## config.mk

```make
export PLATFORM = sky130hd
export DESIGN_NAME = load_fwd_queue
export DESIGN_NICKNAME = d
export VERILOG_FILES = /design/src/rtl/lfq_pkg.sv /design/src/rtl/lfq_store.sv /design/src/rtl/lfq_check.sv /design/src/rtl/load_fwd_queue.sv
export SDC_FILE = /design/constraint.sdc
export NUM_CORES = 1
export LEC_CHECK = 0
export BUFFER_PORTS_ARGS = -buffer_cell sky130_fd_sc_hd__clkbuf_2
export CORE_UTILIZATION = 55
export DETAILED_ROUTE_END_ITERATION = 10
export PLACE_DENSITY = 0.73
export SKIP_CTS_REPAIR_TIMING = 1
export SYNTH_ARGS = -nofsm -noshare
export SYNTH_HDL_FRONTEND = slang
export SYNTH_SLANG_ARGS = --single-unit
```

## constraint.sdc

```tcl
create_clock -name clk -period 14.44 [get_ports clk]
set_input_delay 2.166 -clock clk [delete_from_list [all_inputs] [get_ports clk]]
set_output_delay 2.166 -clock clk [all_outputs]
set_load 0.1 [all_outputs]
```

## src/rtl/lfq_pkg.sv

```systemverilog
package lfq_pkg;

  typedef enum logic [1:0] {
    CHK_IDLE = 2'd0,
    CHK_HIT  = 2'd1,
    CHK_MISS = 2'd2
  } lfq_chk_e;

  // circular index advance for a ring of `depth` slots
  function automatic int unsigned lfq_wrap_inc(input int unsigned idx, input int unsigned depth);
    return (idx + 1 >= depth) ? 0 : idx + 1;
  endfunction

  // occupancy after one cycle of optional insert and optional remove
  function automatic int unsigned lfq_occ_next(input int unsigned occ, input logic ins, input logic rem);
    return occ + {31'd0, ins} - {31'd0, rem};
  endfunction

endpackage

```

## src/rtl/lfq_store.sv

```systemverilog
module lfq_store
  import lfq_pkg::*;
#(
  parameter int ADDR_W = 16,
  parameter int DATA_W = 32,
  parameter int DEPTH  = 8,
  localparam int IDX_W = (DEPTH > 1) ? $clog2(DEPTH) : 1,
  localparam int CNT_W = $clog2(DEPTH + 1)
) (
  input  logic              clk,
  input  logic              rst_n,
  input  logic              flush,
  input  logic              wr_en,
  input  logic [ADDR_W-1:0] wr_addr,
  input  logic [DATA_W-1:0] wr_data,
  input  logic              rd_en,
  output logic [ADDR_W-1:0] head_addr,
  output logic [DATA_W-1:0] head_data,
  output logic [IDX_W-1:0]  head_idx,
  output logic [CNT_W-1:0]  occupancy,
  output logic              full,
  output logic              empty
);

  logic [ADDR_W-1:0] slot_addr [DEPTH];
  logic [DATA_W-1:0] slot_data [DEPTH];
  logic [IDX_W-1:0]  wr_ptr;
  logic [IDX_W-1:0]  rd_ptr;
  logic [CNT_W-1:0]  count;

  always_ff @(posedge clk or negedge rst_n) begin
    if (!rst_n) begin
      wr_ptr <= '0;
      rd_ptr <= '0;
      count  <= '0;
    end else if (flush) begin
      wr_ptr <= '0;
      rd_ptr <= '0;
      count  <= '0;
    end else begin
      if (wr_en) wr_ptr <= IDX_W'(lfq_wrap_inc(32'(wr_ptr), DEPTH));
      if (rd_en) rd_ptr <= IDX_W'(lfq_wrap_inc(32'(rd_ptr), DEPTH));
      count <= CNT_W'(lfq_occ_next(32'(count), wr_en, rd_en));
    end
  end

  always_ff @(posedge clk) begin
    if (wr_en && !flush) begin
      slot_addr[wr_ptr] <= wr_addr;
      slot_data[wr_ptr] <= wr_data;
    end
  end

  assign head_addr = slot_addr[rd_ptr];
  assign head_data = slot_data[rd_ptr];
  assign head_idx  = rd_ptr;
  assign occupancy = count;
  assign full      = (count == CNT_W'(DEPTH));
  assign empty     = (count == '0);

  // occupancy never exceeds the slot count
  assert_count_bound_R6: assert property (@(posedge clk) disable iff (!rst_n)
    count <= CNT_W'(DEPTH));

  // the write strobe arriving from the control logic never hits a full ring
  assert_no_overflow_R6: assert property (@(posedge clk) disable iff (!rst_n)
    wr_en |-> !full);

  // no removal is requested from an empty ring
  assert_no_underflow_R5: assert property (@(posedge clk) disable iff (!rst_n)
    rd_en |-> !empty);

  // a flush leaves nothing stored
  assert_flush_empty_R8: assert property (@(posedge clk) disable iff (!rst_n)
    flush |=> (count == '0));

endmodule

```

## src/rtl/lfq_check.sv

```systemverilog
module lfq_check
  import lfq_pkg::*;
#(
  parameter int ADDR_W = 16,
  parameter int DATA_W = 32
) (
  input  logic              clk,
  input  logic              rst_n,
  input  logic              flush,
  input  logic              req_valid,
  input  logic              head_present,
  input  logic [ADDR_W-1:0] req_addr,
  input  logic [ADDR_W-1:0] head_addr,
  input  logic [DATA_W-1:0] head_data,
  output logic              pop,
  output lfq_chk_e          outcome,
  output logic              resp_valid,
  output logic [DATA_W-1:0] resp_data,
  output logic              fault
);

  logic accept;
  logic same_addr;

  assign accept    = req_valid && head_present && !flush;
  assign same_addr = (req_addr == head_addr);

  always_comb begin
    outcome = CHK_IDLE;
    if (accept) outcome = same_addr ? CHK_HIT : CHK_MISS;
  end

  assign pop = (outcome == CHK_HIT);

  always_ff @(posedge clk or negedge rst_n) begin
    if (!rst_n) begin
      resp_valid <= 1'b0;
      fault      <= 1'b0;
      resp_data  <= '0;
    end else begin
      resp_valid <= (outcome == CHK_HIT);
      fault      <= (outcome == CHK_MISS);
      if (outcome == CHK_HIT) resp_data <= head_data;
    end
  end

  // a hit returns the head value one cycle later
  assert_hit_data_R3: assert property (@(posedge clk) disable iff (!rst_n)
    (outcome == CHK_HIT) |=> (resp_valid && resp_data == $past(head_data)));

  // a miss raises the fault and withholds data
  assert_miss_fault_R4: assert property (@(posedge clk) disable iff (!rst_n)
    (outcome == CHK_MISS) |=> (fault && !resp_valid));

  // the two response flags are exclusive
  assert_resp_excl_R9: assert property (@(posedge clk) disable iff (!rst_n)
    !(resp_valid && fault));

  // a flag only follows a request
  assert_resp_cause_R9: assert property (@(posedge clk) disable iff (!rst_n)
    !req_valid |=> (!resp_valid && !fault));

endmodule

```

## src/rtl/load_fwd_queue.sv

```systemverilog
module load_fwd_queue
  import lfq_pkg::*;
#(
  parameter int ADDR_W = 16,
  parameter int DATA_W = 32,
  parameter int DEPTH  = 8,
  localparam int IDX_W = (DEPTH > 1) ? $clog2(DEPTH) : 1,
  localparam int CNT_W = $clog2(DEPTH + 1)
) (
  input  logic              clk,
  input  logic              rst_n,
  input  logic              flush,
  input  logic              lead_valid,
  output logic              lead_ready,
  input  logic [ADDR_W-1:0] lead_addr,
  input  logic [DATA_W-1:0] lead_data,
  input  logic              trail_valid,
  output logic              trail_ready,
  input  logic [ADDR_W-1:0] trail_addr,
  output logic              resp_valid,
  output logic [DATA_W-1:0] resp_data,
  output logic              fault
);

  logic              q_full;
  logic              q_empty;
  logic              push_evt;
  logic              pop_evt;
  logic [ADDR_W-1:0] head_addr;
  logic [DATA_W-1:0] head_data;
  logic [IDX_W-1:0]  head_idx;
  logic [CNT_W-1:0]  occupancy;
  lfq_chk_e          chk_outcome;

  assign lead_ready  = !q_full;
  assign trail_ready = !q_empty;
  assign push_evt    = lead_valid && !q_full && !flush;

  lfq_store #(
    .ADDR_W(ADDR_W),
    .DATA_W(DATA_W),
    .DEPTH (DEPTH)
  ) u_store (
    .clk      (clk),
    .rst_n    (rst_n),
    .flush    (flush),
    .wr_en    (push_evt),
    .wr_addr  (lead_addr),
    .wr_data  (lead_data),
    .rd_en    (pop_evt),
    .head_addr(head_addr),
    .head_data(head_data),
    .head_idx (head_idx),
    .occupancy(occupancy),
    .full     (q_full),
    .empty    (q_empty)
  );

  lfq_check #(
    .ADDR_W(ADDR_W),
    .DATA_W(DATA_W)
  ) u_check (
    .clk         (clk),
    .rst_n       (rst_n),
    .flush       (flush),
    .req_valid   (trail_valid),
    .head_present(!q_empty),
    .req_addr    (trail_addr),
    .head_addr   (head_addr),
    .head_data   (head_data),
    .pop         (pop_evt),
    .outcome     (chk_outcome),
    .resp_valid  (resp_valid),
    .resp_data   (resp_data),
    .fault       (fault)
  );

  // a miss keeps the head in place
  assert_miss_hold_R4: assert property (@(posedge clk) disable iff (!rst_n)
    (chk_outcome == CHK_MISS) |=> $stable(head_idx));

  // a request while empty produces no response
  assert_empty_stall_R5: assert property (@(posedge clk) disable iff (!rst_n)
    (trail_valid && !trail_ready) |=> (!resp_valid && !fault));

  // a write and a hit in the same cycle leave the occupancy unchanged
  assert_overlap_count_R7: assert property (@(posedge clk) disable iff (!rst_n)
    (push_evt && chk_outcome == CHK_HIT) |=> $stable(occupancy));

endmodule

```

* Word level (Yosys, flattened, before mapping)
Memories as Yosys holds them, arrays and structs flattened. A register that Yosys moved wholly into a read port is not among the register bits.
Cells that the tools add are included.
** Word-level totals
- Word-level logic and storage cells :: 40
- Bits in registers :: 12
- Bits in latches :: 0
- Memories :: 2
- ROM bits :: 0
- Bits in writable memories :: 384
- Output and inout port bits :: 36
- Input bits :: 69
** Memory list
- u_store.slot_data :: depth 8, width 32, rd ports 1, clocked after memory_dff 1, wr ports 1, line lfq_store.sv:26 : logic [DATA_W-1:0] slot_data [DEPTH];
- u_store.slot_addr :: depth 8, width 16, rd ports 1, clocked after memory_dff 0, wr ports 1, line lfq_store.sv:25 : logic [ADDR_W-1:0] slot_addr [DEPTH];
** Operators by class
- Bitwise operators :: 0
- Shifts and indexed selects :: 0
- Magnitude comparators :: 2
- Eq/ne operators :: 4
- Reduce and logical (&&, ||, !) cells :: 12
- Mux-type cells :: 11
- $mul :: 0
- Div/mod/pow operators :: 0
- Add/sub/neg operators :: 4
** Operator list (count)
- $mux W3 :: 6
- $eq A16 B16 Y1 :: 1
- $add A3 B1 Y4 const B :: 2
- $ge A4 B4 Y1 const B :: 2
- $logic_and A1 B1 Y1 :: 5
- $add A4 B1 Y4 :: 1
- $eq A4 B4 Y1 const B :: 1
- $logic_not A1 Y1 :: 4
- $logic_not A4 Y1 :: 1
- $mux W2 :: 2
- $mux W4 :: 1
- $reduce_bool A2 Y1 :: 2
- $sub A4 B1 Y4 :: 1
- $eq A2 B1 Y1 const B :: 1
- $eq A2 B2 Y1 const B :: 1
- $mux W1 :: 2

* Logic depth before layout (Yosys ltp)
Gate-level depths: netlist of run 1.
- Word-level depth :: 8
- Gate-level depth with buffers :: 18
- Depth with buffers taken out :: 14

* By module
A second synthesis of run 1 with hierarchy kept.
** Unflattened totals
- Cell total of the unflattened synthesis :: 725
- Area total of the unflattened synthesis :: 16656.0 um2
** Modules (own cells, without submodules)
- lfq_store :: area an instance 15040.7 um2, seq. area each 11781.3 um2, cells an instance 627, instances 1
- lfq_check :: area an instance 1595.3 um2, seq. area each 850.8 um2, cells an instance 95, instances 1
- load_fwd_queue :: area an instance 20.0 um2, seq. area each 0.0 um2, cells an instance 3, instances 1

* Worst setup path before layout of run 1
Ideal clock, no wire load.
- Path kind :: in2reg
- Start point :: input port lead_valid
- End point :: memory u_store.slot_addr[0][0] (enable)
- Stages on the path :: 3
- Setup time :: 0.513 ns
- Required time :: 13.927 ns
- Path slack :: 7.970 ns
- Path buffers :: 0
- Arrival :: 5.957 ns
- Path through :: nand2_1 or3_1 nor3_1
** Between the ends
- Longest elaborated chain between the ends :: 5
** RTL lines
- from (decl) :: line load_fwd_queue.sv:13 : input logic lead_valid,
- $logic_and A1 B1 Y1 (2 in a row) :: line load_fwd_queue.sv:37 : assign push_evt = lead_valid && !q_full && !flush;
- $logic_and A1 B1 Y1 :: line lfq_store.sv:48 : if (wr_en && !flush) begin
- $mux W1 :: line lfq_store.sv:48
- $mux W1 (implied by the code) :: line lfq_store.sv:49 : slot_addr[wr_ptr] <= wr_addr;
- to (decl) :: line lfq_store.sv:25
Every way passes these cells.

* Worst setup path after layout of run 1
- Start point :: register u_store.rd_ptr[0], in the netlist u_store.head_idx[0]
- End point :: register u_store.count[2], in the netlist u_store.occupancy[2]
** Between the ends
- Longest elaborated chain between the ends :: 7
** RTL lines
- from (decl) :: line lfq_store.sv:28 : logic [IDX_W-1:0] rd_ptr;
- from (signal assigned) :: line lfq_store.sv:42 : if (rd_en) rd_ptr <= IDX_W'(lfq_wrap_inc(32'(rd_ptr), DEPTH));
- $mem_v2 Z8 W16
- $eq A16 B16 Y1 :: line lfq_check.sv:26 : assign same_addr = (req_addr == head_addr);
- $mux W2 (2 in a row) :: line lfq_check.sv:30 : if (accept) outcome = same_addr ? CHK_HIT : CHK_MISS;
- $eq A2 B1 Y1 :: line lfq_check.sv:33 : assign pop = (outcome == CHK_HIT);
- named net pop_evt :: line load_fwd_queue.sv:28 : logic pop_evt;
- $sub A4 B1 Y4 :: line lfq_pkg.sv:16 : return occ + {31'd0, ins} - {31'd0, rem};
- $mux W4 :: line lfq_store.sv:36 : end else if (flush) begin
- to (signal assigned) :: line lfq_store.sv:43 : count <= CNT_W'(lfq_occ_next(32'(count), wr_en, rd_en));
- to (decl) :: line lfq_store.sv:29 : logic [CNT_W-1:0] count;
The timed path passes the listed nets, and every way through them passes these cells.
A chain may end at the register's enable or synchronous reset.

==> results.toml, run 1 <==
[floorplanning]
coreArea_sq_um = 29700
die_area_sq_um = 31000
die_y_um = 176
std_cell_rows = 63
dieWidth_um = 176
pin_count = 105
start_util = 0.561

[cells_and_area]
drive_above_1_share = 0.319
regArea_sq_um = 12600
area_growth_syn_to_layout_pct = 14.8
fin_nets = 1039
n_fill_cell = 1904
multi_input_area_sq_um = 3870

[yosys]
synth-edff-count = 384
synth-seq-cells = 428
synth_area_sq_um = 16700
async_flop_share = 0.103
synth_cells = 833
yosys-top-cells-area = "edfxtp_1, mux4_2, dfrtp_1"
yosysTopAreaCellShare = 0.691
syn_nets = 911
synth_flop_cell = "edfxtp_1"
ys_warn_count = 0
synth.avg_cell_area_sq_um = 20.0
ys_seq_area_frac = 0.757
yosysUniqueCellTypes = 41
synth_top_cell_by_area = "edfxtp_1"

[detailed_routing]
dr.max_layer_used = "met5"
wl_met3_mm = 1.38
first_iter_violations = 656
wirelength_mm = 31.8
vias_per_cell = 5.76
route.met2.wl_mm = 16.1
firstDrtPassIters = 4
avgRoutedWirePerCell_um = 23.0
drc = 0
vias = 7977
met1_length_mm = 13.8
ant_nets = 0

[grt]
antenna_found_initial = 2
grt_usage = 0.214
grt_pass1_wl_mm = 48.9
grt_max_degree = 70
grt_pass1_vias = 8280
grt.overflow.total = 0

[setup_path]
path_class = "reg2reg"
cp-start-kind = "flip-flop"
reg2reg_depth = 16
arrival_ps = 6020
r2r_start = "u_store.head_idx[0]"
cp-startpoint = "u_store.head_idx[0]"
crit_required_ps = 14830
end_kind = "flip-flop"
r2r_setup_slack_ps = 8820
cp_max_fo = 45

[clock_tree]
clkSlewWorstSetupHoldPaths_ps = 60
root_buffer = "clkbuf_16"
tritoncts = "yes"
numCtsBuffers = 42
htreeDepth = 2
worstSkewPairLatency_ps = 530
clockBufferDepth = 3
tritoncts_num_sinks = 428

[placed_design]
port_buffers = 104
place_congestion = 0.762
place_hpwl_mm = 16.8

[sta]
drv_slew = 0
tns_ps = 0
setup_viol = 0
fin_crit_ps = 5620
maxSlewHeadroom = 0.305
fin_skew_ps = 19.6
hold_viol_final = 0
fmax_ghz = 0.178
rsz0062_at_grt = "false"
hold_ws_ps = 507
period_share = 0.389
worst_pin_slew_ps = 1040

[job]
max-cap-violations = 0

[power_and_ir_drop]
power_density_nw_per_um2 = 141
seqPwrFrac = 0.519
switching_share = 0.202
leakagePower_nw = 6.72
comb_power_share = 0.052
power_frac_clock = 0.430
max-vdd-ir-drop_v = 0.000105
power.internal_w = 0.00216
p_switching_w = 0.000546

[hold_path]
min_from = "u_check.resp_data[28]"
hp-class = "reg2reg"
holdPathStages = 1

[outcome]
run_status = "complete, no violations"
## final cells by class
type	count	share of cell area
Multi-Input combinational cell	361	0.202
Sequential cell	428	0.660
Antenna cell	1	0.000131
Tap cell	390	0.0255
Inverter	8	0.00157
Clock buffer	55	0.0601
Clock inverter	21	0.0174
Timing Repair Buffer	120	0.0334
## metrics by stage
step	power (W)	util	std cells	setup WS, ps	area (sq um)
CTS	0.00272	0.645	1383	8670	19200
floorplan	0.00151	-	833	7970	16700
global placement	0.00156	0.595	1307	8730	17700
finish	0.00270	0.645	1384	8820	19200
global route	0.00278	0.645	1384	8370	19200
detailed placement	0.00157	0.595	1307	8700	17700
## routing by layer
metal,GRT usage,vias up
li1,-,3570
met1,0.292,4151
met2,0.361,204
met3,0.0334,50
met4,0.0580,2
met5,0,-
## critical path, cell delays in order (launching register included)
cell and delay [ps]:
dfrtp_4 810, buf_4 720, buf_4 800, mux4_2 590
mux2i_1 220, xor2_1 110, nand4_1 120, nor2_2 70
nand4_4 80, buf_4 600, inv_1 160, ha_1 320
inv_1 40, ha_1 200, fa_1 400, xnor2_1 160
nor2_1 50
## synth_stat cells (8+ instances only)
library cell	number
mux4_2	80
mux2i_1	34
nor2_1	13
edfxtp_1	384
xor2_1	9
mux2_2	12
a21oi_1	10
a22oi_1	8
mux2_4	26
dfrtp_1	44
clkbuf_1	13
nand2_1	105
ha_1	8
## flip-flops by register name (all words and copies together), names as in the netlist
signal	cells
u_check.fault	1
u_check.resp_data	32
u_check.resp_valid	1
u_store.head_idx	3
u_store.occupancy	4
u_store.slot_addr	128
u_store.slot_data	256
u_store.wr_ptr	3
## layout by cell type, fill, tap and decap left out, drive strengths merged
cell type / netlist / final
mux2i: 34 / 34
buf: 23 / 16
a21o: 1 / 1
o21ai: 5 / 5
diode: 0 / 1
fa: 1 / 1
nand4: 5 / 5
nand3b: 1 / 1
dfrtp: 44 / 44
nor2: 14 / 14
clkbuf: 13 / 159
nor2b: 5 / 5
mux4: 80 / 80
o32ai: 1 / 1
nand4b: 1 / 1
a21oi: 10 / 10
inv: 7 / 9
a22oi: 8 / 8
and2: 1 / 1
clkinvlp: 0 / 1
nand3: 2 / 2
nor4: 1 / 1
or3: 5 / 5
mux2: 40 / 40
o22ai: 6 / 6
and3: 5 / 5
xor2: 9 / 9
edfxtp: 384 / 384
clkinv: 1 / 10
ha: 8 / 8
nand2b: 5 / 5
a22o: 4 / 4
nand2: 105 / 105
bufinv: 0 / 9
nor3: 2 / 2
xnor2: 2 / 2
## worst paths after layout
check                                        endpoint
max in group asynchronous         u_store.head_idx[0]
min in group asynchronous       u_check.resp_data[19]
worst min-delay path            u_check.resp_data[28]
worst min register to register  u_check.resp_data[28]
worst max-delay path             u_store.occupancy[2]
worst max register to register   u_store.occupancy[2]
## power groups by stage
stage / sequential (W) / clock, W / combinational, W
final: 0.00140 / 0.00116 / 0.000140
after global routing: 0.00140 / 0.00122 / 0.000153
after floorplan: 0.00143 / 0 / 0.0000823
after global placement: 0.00142 / 0 / 0.000138
after CTS: 0.00140 / 0.00118 / 0.000142
after detailed placement: 0.00143 / 0 / 0.000141
## kinds of logic after synthesis
| family | Yosys count | share of synthesized area |
|---|---|---|
| multiplexers | 154 | 0.161 |
| flip-flops | 428 | 0.757 |
| buffers and inverters | 44 | 0.0140 |
| AND/OR/NAND/NOR | 152 | 0.0410 |
| AO/OA/AOI/OAI | 35 | 0.0134 |
| XOR/XNOR | 11 | 0.00578 |
| adder cells (fa/ha/maj) | 9 | 0.00720 |
No activity file was read; power rests on OpenSTA's default activity.
==> run 2, diff against run 1 <==
--- a/config.mk
+++ b/config.mk
@@ -6,9 +6,9 @@
 export NUM_CORES = 1
 export LEC_CHECK = 0
 export BUFFER_PORTS_ARGS = -buffer_cell sky130_fd_sc_hd__clkbuf_2
-export CORE_UTILIZATION = 55
+export CORE_UTILIZATION = 54
 export DETAILED_ROUTE_END_ITERATION = 10
-export PLACE_DENSITY = 0.73
+export PLACE_DENSITY = 0.75
 export SKIP_CTS_REPAIR_TIMING = 1
 export SYNTH_ARGS = -nofsm -noshare
 export SYNTH_HDL_FRONTEND = slang
==> constraint.sdc (replaced) <==
create_clock -name clk -period 4.9 [get_ports clk]
set_input_delay 0.735 -clock clk [delete_from_list [all_inputs] [get_ports clk]]
set_output_delay 0.735 -clock clk [all_outputs]
set_load 0.1 [all_outputs]
==> results.toml, run 2 (synthesis gave the netlist of run 1 again) <==
[clock_tree]
clkSlewWorstSetupHoldPaths_ps = 70
htreeDepth = 2
tritoncts = "yes"
worstSkewPairLatency_ps = 540
root_buffer = "clkbuf_16"
clockBufferDepth = 3
numCtsBuffers = 43
tritoncts_num_sinks = 428

[placed_design]
place_hpwl_mm = 18.1
place_congestion = 0.764
port_buffers = 104
place_inst = 1312

[detailed_routing]
vias_per_cell = 5.85
wirelength_mm = 32.5
ant_nets = 0
firstDrtPassIters = 7
drc = 0
avgRoutedWirePerCell_um = 23.3
first_iter_violations = 602
vias = 8156

[sta]
setup_viol = 0
rsz0062_at_grt = "false"
maxSlewHeadroom = 0.383
period_share = 0.795
fin_skew_ps = 18.5
worst_pin_slew_ps = 924
drv_slew = 0
tns_ps = 0
hold_viol_final = 0
fin_crit_ps = 3900
fmax_ghz = 0.257

[setup_path]
arrival_ps = 4310
cp-start-kind = "flip-flop"
cp-startpoint = "u_store.head_idx[1]"
crit_required_ps = 5320
r2r_setup_slack_ps = 1000
r2r_start = "u_store.head_idx[1]"
end_kind = "flip-flop"
path_class = "reg2reg"
cp_max_fo = 33

[floorplanning]
start_util = 0.555
die_y_um = 178
pin_count = 105
die_area_sq_um = 31600
std_cell_rows = 63
dieWidth_um = 178
coreArea_sq_um = 30000

[cells_and_area]
final_cell_mix = "edfxtp_1, nand2_1, clkbuf_2"
fin_nets = 1045
stdcell_count = 1393
drive_above_1_share = 0.318
top_register = "u_store.slot_data"
layout_commonest_cell = "edfxtp_1"
area_growth_syn_to_layout_pct = 14.5
largest_reg_flops = 256
reg_top3 = "u_store.slot_data x256, u_store.slot_addr x128, u_check.resp_data x32"

[hold_path]
hp-class = "in2async"

[grt]
grt_pass1_vias = 8386
antenna_found_initial = 1
grt_pass1_wl_mm = 49.4
grt_max_degree = 45
grt_usage = 0.213
grt.overflow.total = 0

[power_and_ir_drop]
power_density_nw_per_um2 = 398
max-vdd-ir-drop_v = 0.000367
leakagePower_nw = 6.68

[outcome]
run_status = "complete, no violations"

[job]
max-cap-violations = 0
[run 2: cell types whose count changed in the layout (fill, tap and decap cells not counted)]
cell and change:
buf_12 +5, nor3_4 +2, diode_2 +1, clkinv_1 +5, clkinv_2 +3, bufinv_16 -8
clkbuf_8 -1, inv_16 +2, inv_2 -1, nor3_2 -2, clkinv_4 +1, clkbuf_1 +2
[run 2: metal layers]
metal	track usage	part of all wire
met1	0.287	0.41
met2	0.365	0.52
met3	0.0315	0.052
met4	0.0588	0.019
met5	0	0
[run 2: critical path, cell delays in order, from the launching register on]
cell	delay [ps]
dfrtp_4	770
nor2b_1	630
a22o_1	270
or3_1	110
nand4_1	190
nor4_4	540
nand4_4	130
inv_1	100
ha_1	230
inv_1	60
ha_1	190
fa_1	410
nor2b_1	130
[run 2: report_power, final]
group / internal (W) / total, W / switching [W] / leakage [nW]
clock: 0.00172 / 0.00306 / 0.00134 / 0.650
sequential: 0.00410 / 0.00413 / 0.0000327 / 4.07
combinational: 0.000127 / 0.000415 / 0.000289 / 1.95
total: 0.00594 / 0.00761 / 0.00166 / 6.68
[run 2: final timing paths]
kind                       depth (start not counted)               endpoint
hold reg to reg                                    1  u_check.resp_data[22]
min in group clk                                   3      u_store.wr_ptr[1]
setup / recovery                                  12   u_store.occupancy[1]
max in group asynchronous                          2    u_store.head_idx[1]
hold / removal                                     2     u_check.resp_valid
setup reg to reg                                  12   u_store.occupancy[1]
[run 2: final cells by class]
type                    instances  area [sq um]
diodes                          2          5.00
clock buffers                  56          1140
clock inverters                23           171
fillers                      2025         10900
inverters                       8          30.0
multi-input cells             361          3880
flip-flops and latches        428         12600
well taps                     390           488
repair buffers                125           741
[run 2: per-stage QoR]
| stage | util | setup WS (ps) | hold WS (ps) | cell area, sq um | total power [W] |
|---|---|---|---|---|---|
| floorplan | - | 482 | 439 | 16700 | 0.00445 |
| global placement | 0.592 | 1120 | 494 | 17800 | 0.00461 |
| detailed placement | 0.592 | 1070 | 496 | 17800 | 0.00462 |
| CTS | 0.636 | 1020 | 342 | 19100 | 0.00767 |
| global route | 0.636 | 809 | 381 | 19100 | 0.00784 |
| finish | 0.636 | 1000 | 329 | 19100 | 0.00761 |
